<file path="src/rtl/rx_ring_writeback.sv">
module rx_ring_writeback #(
  parameter int CNT_W   = 14,
  parameter int MAX_BUF = 1536,
  parameter int MISS_W  = 16
) (
  input  logic              clk,
  input  logic              rst_n,
  input  logic              en,
  input  logic [31:0]       ring_base,
  input  logic              rx_valid,
  input  logic [7:0]        rx_data,
  input  logic              rx_last,
  input  logic              rx_crc_err,
  input  logic              rx_runt,
  input  logic              rx_wdt,
  output logic              mem_req,
  output logic              mem_we,
  output logic [29:0]       mem_addr,
  output logic [3:0]        mem_be,
  output logic [31:0]       mem_wdata,
  input  logic [31:0]       mem_rdata,
  output logic [MISS_W-1:0] missed_count
);
  localparam int LEN_W = 13;
  localparam logic [31:0] DESC_STEP = 32'd16;

  typedef enum logic [2:0] {S_IDLE, S_STAT, S_BUF, S_READY, S_RECV, S_WB} state_t;
  state_t state;

  logic [31:0]      off_q, buf_q;
  logic [LEN_W-1:0] size_q;
  logic [CNT_W-1:0] cnt_q;
  logic             eor_q, dropping, e_crc, e_runt, e_wdt;

  wire unused_base = ^ring_base[7:0];
  wire [31:0] desc_addr = {ring_base[31:8], 8'h00} + off_q;

  wire frame_start = rx_valid && state != S_RECV && !dropping;
  wire take        = frame_start && state == S_READY && en;
  wire miss        = frame_start && !take && en;
  wire byte_in     = take || (rx_valid && state == S_RECV);

  wire [CNT_W-1:0] idx     = take ? '0 : cnt_q;
  wire [CNT_W-1:0] cnt_nxt = (&idx) ? idx : idx + CNT_W'(1);
  wire             room    = idx < CNT_W'(size_q);
  wire [31:0]      baddr   = buf_q + 32'(idx);

  wire [LEN_W-1:0] fetched_size = (mem_rdata[LEN_W-1:0] > LEN_W'(MAX_BUF)) ?
                                  LEN_W'(MAX_BUF) : mem_rdata[LEN_W-1:0];

  wire             ovf    = cnt_q > CNT_W'(size_q);
  wire [LEN_W-1:0] wb_len = ovf ? size_q : cnt_q[LEN_W-1:0];
  wire             res    = e_crc | e_runt | e_wdt | ovf;
  wire [31:0] status_wb = {1'b0, eor_q, 2'b11, 5'b0, e_wdt, res, e_runt, e_crc, 6'b0, wb_len};

  assign missed_count = missed_q;
  logic [MISS_W-1:0] missed_q;

  always_ff @(posedge clk or negedge rst_n) begin
    if (!rst_n) begin
      state    <= S_IDLE;
      off_q    <= '0;
      buf_q    <= '0;
      size_q   <= '0;
      cnt_q    <= '0;
      eor_q    <= 1'b0;
      dropping <= 1'b0;
      e_crc    <= 1'b0;
      e_runt   <= 1'b0;
      e_wdt    <= 1'b0;
      missed_q <= '0;
      mem_req  <= 1'b0;
      mem_we   <= 1'b0;
      mem_addr <= '0;
      mem_be   <= '0;
      mem_wdata <= '0;
    end else begin
      mem_req <= 1'b0;
      mem_we  <= 1'b0;
      mem_be  <= '0;

      case (state)
        S_IDLE: begin
          if (en) begin
            mem_req  <= 1'b1;
            mem_addr <= desc_addr[31:2];
            state    <= S_STAT;
          end else begin
            off_q <= '0;
          end
        end
        S_STAT: begin
          if (!en) begin
            state <= S_IDLE;
          end else if (mem_rdata[31]) begin
            eor_q    <= mem_rdata[30];
            size_q   <= fetched_size;
            mem_req  <= 1'b1;
            mem_addr <= desc_addr[31:2] + 30'd2;
            state    <= S_BUF;
          end else begin
            state <= S_IDLE;
          end
        end
        S_BUF: begin
          buf_q <= mem_rdata;
          state <= en ? S_READY : S_IDLE;
        end
        S_READY: if (!en) state <= S_IDLE;
        S_WB: begin
          mem_req   <= 1'b1;
          mem_we    <= 1'b1;
          mem_be    <= 4'hF;
          mem_addr  <= desc_addr[31:2];
          mem_wdata <= status_wb;
          off_q     <= eor_q ? '0 : off_q + DESC_STEP;
          state     <= S_IDLE;
        end
        default: ;
      endcase

      if (byte_in) begin
        cnt_q <= cnt_nxt;
        if (room) begin
          mem_req   <= 1'b1;
          mem_we    <= 1'b1;
          mem_addr  <= baddr[31:2];
          mem_be    <= 4'b0001 << baddr[1:0];
          mem_wdata <= {4{rx_data}};
        end
        if (rx_last) begin
          e_crc  <= rx_crc_err;
          e_runt <= rx_runt;
          e_wdt  <= rx_wdt;
          state  <= S_WB;
        end else begin
          state <= S_RECV;
        end
      end

      if (frame_start && !take)
        dropping <= !rx_last;
      else if (dropping && rx_valid && rx_last)
        dropping <= 1'b0;

      if (miss) missed_q <= missed_q + MISS_W'(1);
    end
  end

  logic [1:0] wr_lane;
  always_comb begin
    case (mem_be)
      4'b0010: wr_lane = 2'd1;
      4'b0100: wr_lane = 2'd2;
      4'b1000: wr_lane = 2'd3;
      default: wr_lane = 2'd0;
    endcase
  end
  wire [31:0] wr_byte = {mem_addr, wr_lane};

  p_be_shape_r2: assert property (@(posedge clk) disable iff (!rst_n)
    (mem_req && mem_we) |-> ($onehot(mem_be) || mem_be == 4'hF));

  p_bytes_in_buffer_r5: assert property (@(posedge clk) disable iff (!rst_n)
    (mem_req && mem_we && mem_be != 4'hF) |-> ((wr_byte - buf_q) < 32'(size_q)));

  p_wb_handoff_r3: assert property (@(posedge clk) disable iff (!rst_n)
    (mem_req && mem_we && mem_be == 4'hF) |->
      (!mem_wdata[31] && mem_wdata[29] && mem_wdata[28] && mem_wdata[12:0] <= size_q));

  p_res_summary_r4: assert property (@(posedge clk) disable iff (!rst_n)
    (mem_req && mem_we && mem_be == 4'hF && (mem_wdata[22] || mem_wdata[20] || mem_wdata[19]))
      |-> mem_wdata[21]);

  p_missed_step_r6: assert property (@(posedge clk) disable iff (!rst_n)
    (missed_count != $past(missed_count)) |-> (missed_count == $past(missed_count) + MISS_W'(1)));

  p_drop_silent_r6: assert property (@(posedge clk) disable iff (!rst_n)
    (dropping && $past(dropping)) |-> !(mem_req && mem_we && mem_be != 4'hF));
endmodule

</file>
<file path="config.mk">
export PLATFORM = sky130hd
export DESIGN_NAME = rx_ring_writeback
export DESIGN_NICKNAME = d
export VERILOG_FILES = /design/src/rtl/rx_ring_writeback.sv
export SDC_FILE = /design/constraint.sdc
export NUM_CORES = 1
export LEC_CHECK = 0
export ABC_AREA = 1
export CAP_MARGIN = 20
export CORE_UTILIZATION = 60
export DETAILED_ROUTE_END_ITERATION = 8
export DONT_BUFFER_PORTS = 1
export PLACE_DENSITY_LB_ADDON = 0.25
export SETUP_SLACK_MARGIN = 0.4
export SYNTH_ARGS = -nofsm -noshare
export SYNTH_HDL_FRONTEND = slang
export SYNTH_SLANG_ARGS = --single-unit
</file>
<file path="constraint.sdc">
create_clock -name clk -period 3.4 [get_ports clk]
set_input_delay 0.17 -clock clk [delete_from_list [all_inputs] [get_ports clk]]
set_output_delay 0.17 -clock clk [all_outputs]
set_load 0.05 [all_outputs]
</file>
# ---- After elaboration in Yosys (flattened, before gate mapping)
# Index checks and enable logic that the tools add are counted.
dict set report totals {
  output_inout_bits 84
  elab_cells 98
  input_bits 80
  ff_bits 183
}
dict set report classes {
  n_reduce_logical 22
  n_mux 38
  addsub 6
  order_cmp 3
  n_bitwise 3
  eq_ne 9
  n_shift 1
}
# op n
set op_table {}
lappend op_table {{$mux W32} 5}
lappend op_table {{$mux W30} 5}
lappend op_table {{$pmux W30 S3} 1}
lappend op_table {{$pmux W32 S2} 1}
lappend op_table {{$add A32 B14 Y32} 1}
lappend op_table {{$add A32 B32 Y32} 1}
lappend op_table {{$add A32 B5 Y32 const B} 1}
lappend op_table {{$add A30 B2 Y30 const B} 1}
lappend op_table {{$mux W14} 2}
lappend op_table {{$mux W13} 2}
lappend op_table {{$add A16 B1 Y16 const B} 1}
lappend op_table {{$pmux W3 S5} 1}
lappend op_table {{$add A14 B1 Y14 const B} 1}
lappend op_table {{$gt A14 B13 Y1} 1}
lappend op_table {{$lt A14 B13 Y1} 1}
lappend op_table {{$reduce_and A14 Y1} 1}
lappend op_table {{$gt A13 B11 Y1 const B} 1}
lappend op_table {{$mux W4} 3}
lappend op_table {{$mux W1} 11}
lappend op_table {{$logic_and A1 B1 Y1} 9}
lappend op_table {{$mux W3} 3}
lappend op_table {{$ne A3 B3 Y1 const B} 3}
lappend op_table {{$eq A3 B2 Y1 const B} 2}
lappend op_table {{$eq A3 B3 Y1 const B} 2}
lappend op_table {{13 further kinds} 22}

# ---- Depth between registers and ports, before layout
dict set report depth {
  depth_word 10
  ltp_mapped 19
  ltp_nobuf 19
}

# ---- Least setup slack after synthesis
# OpenSTA, ideal clock, no wires.
dict set report synth_timing {
  path_kind {reg2reg}
  startpoint {register state[2]}
  endpoint {register mem_addr[25]}
  path_stages_with_launch 18
  t_arrival_ns 2.735
  path_buffers 1
  setup_time_ns 0.121
  synth_period_minus_slack_ns 2.855
  path_slack_ns 0.545
  t_required_ns 3.279
  path_cell_list {dfrtp_1 -> inv_2 -> nand2_1 -> nor2_2 -> nand3_4 -> buf_4 -> nand2_1 -> inv_1 -> ha_1 -> nand2_1 -> o21ai_0 -> inv_1 -> o21ai_0 -> nand3_1 -> o21ai_0 -> a21oi_1 -> o21ai_0 -> nand2_1}
}
dict set report synth_via {
  elab_chain_len 9
  word_cells_on_any_way 18
  cone_classes {add/sub: 1; order compare: 1; eq/ne: 5; mux: 4; reduce/logical: 7}
}
# item line_no
set synth_lines {}
lappend synth_lines {{start, declared} 28} ;# state_t state;
lappend synth_lines {{start signal, assigned} 107} ;# state <= en ? S_READY : S_IDLE;
lappend synth_lines {{$ne A3 B3 Y1} 38} ;# wire frame_start = rx_valid && state != S_RECV && !dropping;
lappend synth_lines {{$logic_and A1 B1 Y1 (2 in series)} 38}
lappend synth_lines {{$logic_and A1 B1 Y1 (2 in series)} 39} ;# wire take = frame_start && state == S_READY && en;
lappend synth_lines {{$mux W14} 43} ;# wire [CNT_W-1:0] idx = take ? '0 : cnt_q;
lappend synth_lines {{$add A32 B14 Y32 or $lt A14 B13 Y1 (tied branches)} {46, 45}}
lappend synth_lines {{$mux W30} 124} ;# if (room) begin
lappend synth_lines {{$mux W30 (*)} 122} ;# if (byte_in) begin
lappend synth_lines {{end signal, assigned} 86} ;# mem_addr <= desc_addr[31:2];
lappend synth_lines {{end signal, assigned} 114} ;# mem_addr <= desc_addr[31:2];
lappend synth_lines {{end signal, assigned} 127} ;# mem_addr <= baddr[31:2];
lappend synth_lines {{end, declared} 18} ;# output logic [29:0] mem_addr,
# Mark *: on every way between the ends. The rest lies on a longest branch, timed or not.
# A chain may end at the register's enable or synchronous reset.

# ---- Worst setup path after layout
dict set report layout_timing {
  startpoint {register state[2]}
  endpoint {register mem_wdata[1]}
}
dict set report layout_via {
  elab_chain_len 9
  word_cells_on_any_way 15
  cone_classes {order compare: 1; eq/ne: 4; mux: 4; reduce/logical: 6}
}
# item line_no
set layout_lines {}
lappend layout_lines {{$ne A3 B3 Y1} 38}
lappend layout_lines {{$logic_and A1 B1 Y1 (2 in series)} 38}
lappend layout_lines {{$logic_and A1 B1 Y1 (2 in series)} 39}
lappend layout_lines {{$mux W14} 43}
lappend layout_lines {{$lt A14 B13 Y1} 45} ;# wire room = idx < CNT_W'(size_q);
lappend layout_lines {{$mux W32} 124}
lappend layout_lines {{$mux W32 (*)} 122}
lappend layout_lines {{end signal, assigned} 115} ;# mem_wdata <= status_wb;
lappend layout_lines {{end signal, assigned} 129} ;# mem_wdata <= {4{rx_data}};
lappend layout_lines {{end, declared} 20} ;# output logic [31:0] mem_wdata,
# Marks and branches as above.

==> reports/metrics.yaml <==
run_status:
  status: "finished, violations left"
  violations: "negative hold slack"
clock_tree:
  cts_sinks: 179
  ctsRootBufferMaster: "clkbuf_16"
  htreeDepth: 4
  cts.clk_slew.worst_paths_ns: 0.08
  cts_tree: "done"
  numCtsBuffers: 17
  insertion_delay_ns: 0.45
  clock_path_buffers: 2
floorplan:
  die-area_um2: 19900
  start_util: 0.616
  die_y_um: 141
  die-width_um: 141
  rows: 50
  core_area_um2: 18800
  pin_count: 164
timing:
  slew_headroom: 0.553
  period_needed_ns: 2.90
  clock_skew_ns: 0.0155
  slew_viol_final: 0
  totalNegativeSetupSlack_ns: 0
  fin_crit_sh: 0.854
  fin_hold_ws_ns: -0.595
  final_hold_viol_count: 179
  setup_viol: 0
  max_freq_ghz: 0.344
  worst_pin_slew_ns: 0.668
  rsz0062_at_grt: "true"
layout:
  final_cell_mix: "425 x nand2_1, 178 x dfrtp_1, 171 x inv_1"
  design_area_um2: 13300
  instances_no_fill: 1902
  layout_commonest_cell: "nand2_1"
  drive_gt1_frac: 0.0895
  nets: 1776
  syn_to_final_growth_pct: 14.5
  diodes: 0
power_and_ir_drop:
  vdd_drop_max_mv: 0.535
  leakage_nw: 6.59
  power_density_nw_per_um2: 890
synthesis:
  ys.flop_type: "dfrtp_1"
  syn_inst: 1579
  synthAdderAreaFrac: 0.0736
  netlist-cell-type-count: 47
  synth_area_leaders: "dfrtp_1 39%, nand2_1 14%, ha_1 7.0%, nand3_1 6.3%, inv_1 5.6%"
  yosys.area.top_type: "dfrtp_1"
  synth_top_cell_area_share: 0.386
  syn_area_um2: 11600
  synth_top_family_by_area: "simple AND/OR/NAND/NOR gates"
  async_reset_ff_frac: 1.00
  postSynthAreaPerCell_um2: 7.34
  synth_xor_area_frac: 0.0408
  synth_mux_area_frac: 0.0165
  synth-simple-area-share: 0.295
  synth-compound-area-share: 0.112
  synth_edf_count: 0
  syn_nets: 1726
  ys_ff_latch: 179
  synth-seq-area-share: 0.386
  yosys_warnings: 0
drt:
  ant_nets: 0
  viasPerCell: 5.67
  drt_iter0_markers: 1034
  num_vias: 10800
  first_pass_iters: 5
  drc: 0
  wl_per_cell_um: 16.8
  wl_um: 32000
setup_path:
  crit_top_cell: "nand2_1"
  critPathSlowestCell: "dfrtp_1"
  max_stage_delay_ns: 0.42
  worstPathMaxFanout: 11
  crit_type: "flip-flop to flip-flop"
  cp.arrival_ns: 3.23
  cp_data_required_time_ns: 3.72
  critPathLaunchType: "flip-flop"
  cp_cell_sequence: "inv_2 -> nand2_1 -> nor2_4 -> nand3_4 -> buf_6 -> nand2_1 -> inv_1 -> ha_1 -> nand2_1 -> nor2_1 -> a211oi_2 -> nand2_1 -> nand2_2 -> nand2_4 -> clkinv_4 -> buf_12 -> nand2_1 -> nand3_1"
  crit_path_end_kind: "flip-flop"
grt:
  grt-ovfl-total: 0
  grt_pass1_wl_um: 49700
  antenna_found_initial: 1
  grt_max_degree: 180
  grt_use_total: 0.323
  grt_pass1_vias: 9681
flow_run:
  drv_cap: 0
placement:
  port_buffers: 0
  place_inst: 1816
  gp_congestion: 0.931
  placed_cell_area_um2: 11800
  dp.final_hpwl_um: 23400
hold_path:
  holdCritPathClass: "primary input to asynchronous set/reset pin"
[worst max-delay path, delay by kind of cell, from the launching register on]
family / cells / cell delay [ns]
AOI/OAI and AO/OA: 1 / 0.05
adders and majority gates: 1 / 0.32
buffers and inverters: 5 / 0.60
DFF: 1 / 0.42
and+or+nand+nor: 11 / 1.37
[cells by family after synthesis]
kind of cell	after synthesis
AO/OA/AOI/OAI	241
XOR/XNOR	54
adder cells (fa/ha/maj)	67
buffers and inverters	219
flip-flops	179
multiplexers	17
AND/OR/NAND/NOR	802
[Yosys cell counts, drive strengths merged (4+ instances only)]
cell type and instances:
nand4 23, o21ai 124, dfrtp 179, or2 7, o22ai 7, nand3 147, clkbuf 20, xnor2 19
mux2 17, nand2 440, xor2 35, nor3 28, nor2 146, a21oi 77, ha 65, o211ai 16
a31oi 5, inv 182, o21bai 4, buf 17
[state kept, by name (all words and copies together), names as in the netlist]
| signal | flops |
|---|---|
| mem_we | 1 |
| e_runt | 1 |
| off_q | 28 |
| mem_req | 1 |
| buf_q | 32 |
| eor_q | 1 |
| size_q | 13 |
| state | 3 |
| missed_count | 16 |
| dropping | 1 |
| mem_be | 4 |
| e_wdt | 1 |
| mem_wdata | 32 |
| mem_addr | 30 |
| e_crc | 1 |
| cnt_q | 14 |
[path summary, 6_finish.rpt]
path	from	end	slack (ns)	cells past startpoint
max	state[2]	mem_wdata[1]	0.50	18
min	rst_n	off_q[22]	-0.59	0
max reg2reg	state[2]	mem_wdata[1]	0.50	18
min reg2reg	buf_q[30]	buf_q[30]	0.49	2
max in group asynchronous	rst_n	mem_addr[11]	3.73	0
min in group clk	en	state[1]	0.01	3
[power by group]
| group | leakage, nW | switching (W) | internal (W) | total (W) |
|---|---|---|---|---|
| registers | 2.28 | 0.00201 | 0.00285 | 0.00486 |
| clock network | 0.305 | 0.000953 | 0.00114 | 0.00210 |
| logic | 4.00 | 0.00302 | 0.00184 | 0.00486 |
| total | 6.59 | 0.00598 | 0.00584 | 0.0118 |
[area by class of cell]
class,instances,area [um^2]
clock buffers,18,439
clock inverters,14,189
fillers,1537,5560
inverters,182,688
multi-input cells,1181,6460
flip-flops and latches,179,4480
well taps,260,325
repair buffers,68,692
[metal layers]
| metal | vias up | part of all wire | GRT usage |
|---|---|---|---|
| li1 | 5305 | - | - |
| met1 | 5012 | 0.44 | 0.451 |
| met2 | 415 | 0.45 | 0.493 |
| met3 | 57 | 0.092 | 0.0791 |
| met4 | 2 | 0.021 | 0.105 |
| met5 | - | 0.00053 | 0 |
[what timing repair did]
action | 4_1_cts | 5_1_grt
hold buffers | 45 | 1
setup buffers | 2 | 5
gates cloned | 0 | 1
pin swaps | 1 | 5
endpoints found under the hold margin | 251 | 183
endpoints found under the setup margin | 18 | 79
resized for setup | 6 | 59
[metrics by stage]
stage,util,total power [W],setup slack [ns]
finish,0.705,0.0118,0.497
global placement,0.629,0.00915,0.266
floorplan,-,0.00802,0.545
detailed placement,0.629,0.00926,0.200
global route,0.705,0.0126,0.322
CTS,0.688,0.0114,0.352
Note: power is estimated with default switching activity, not from simulation.
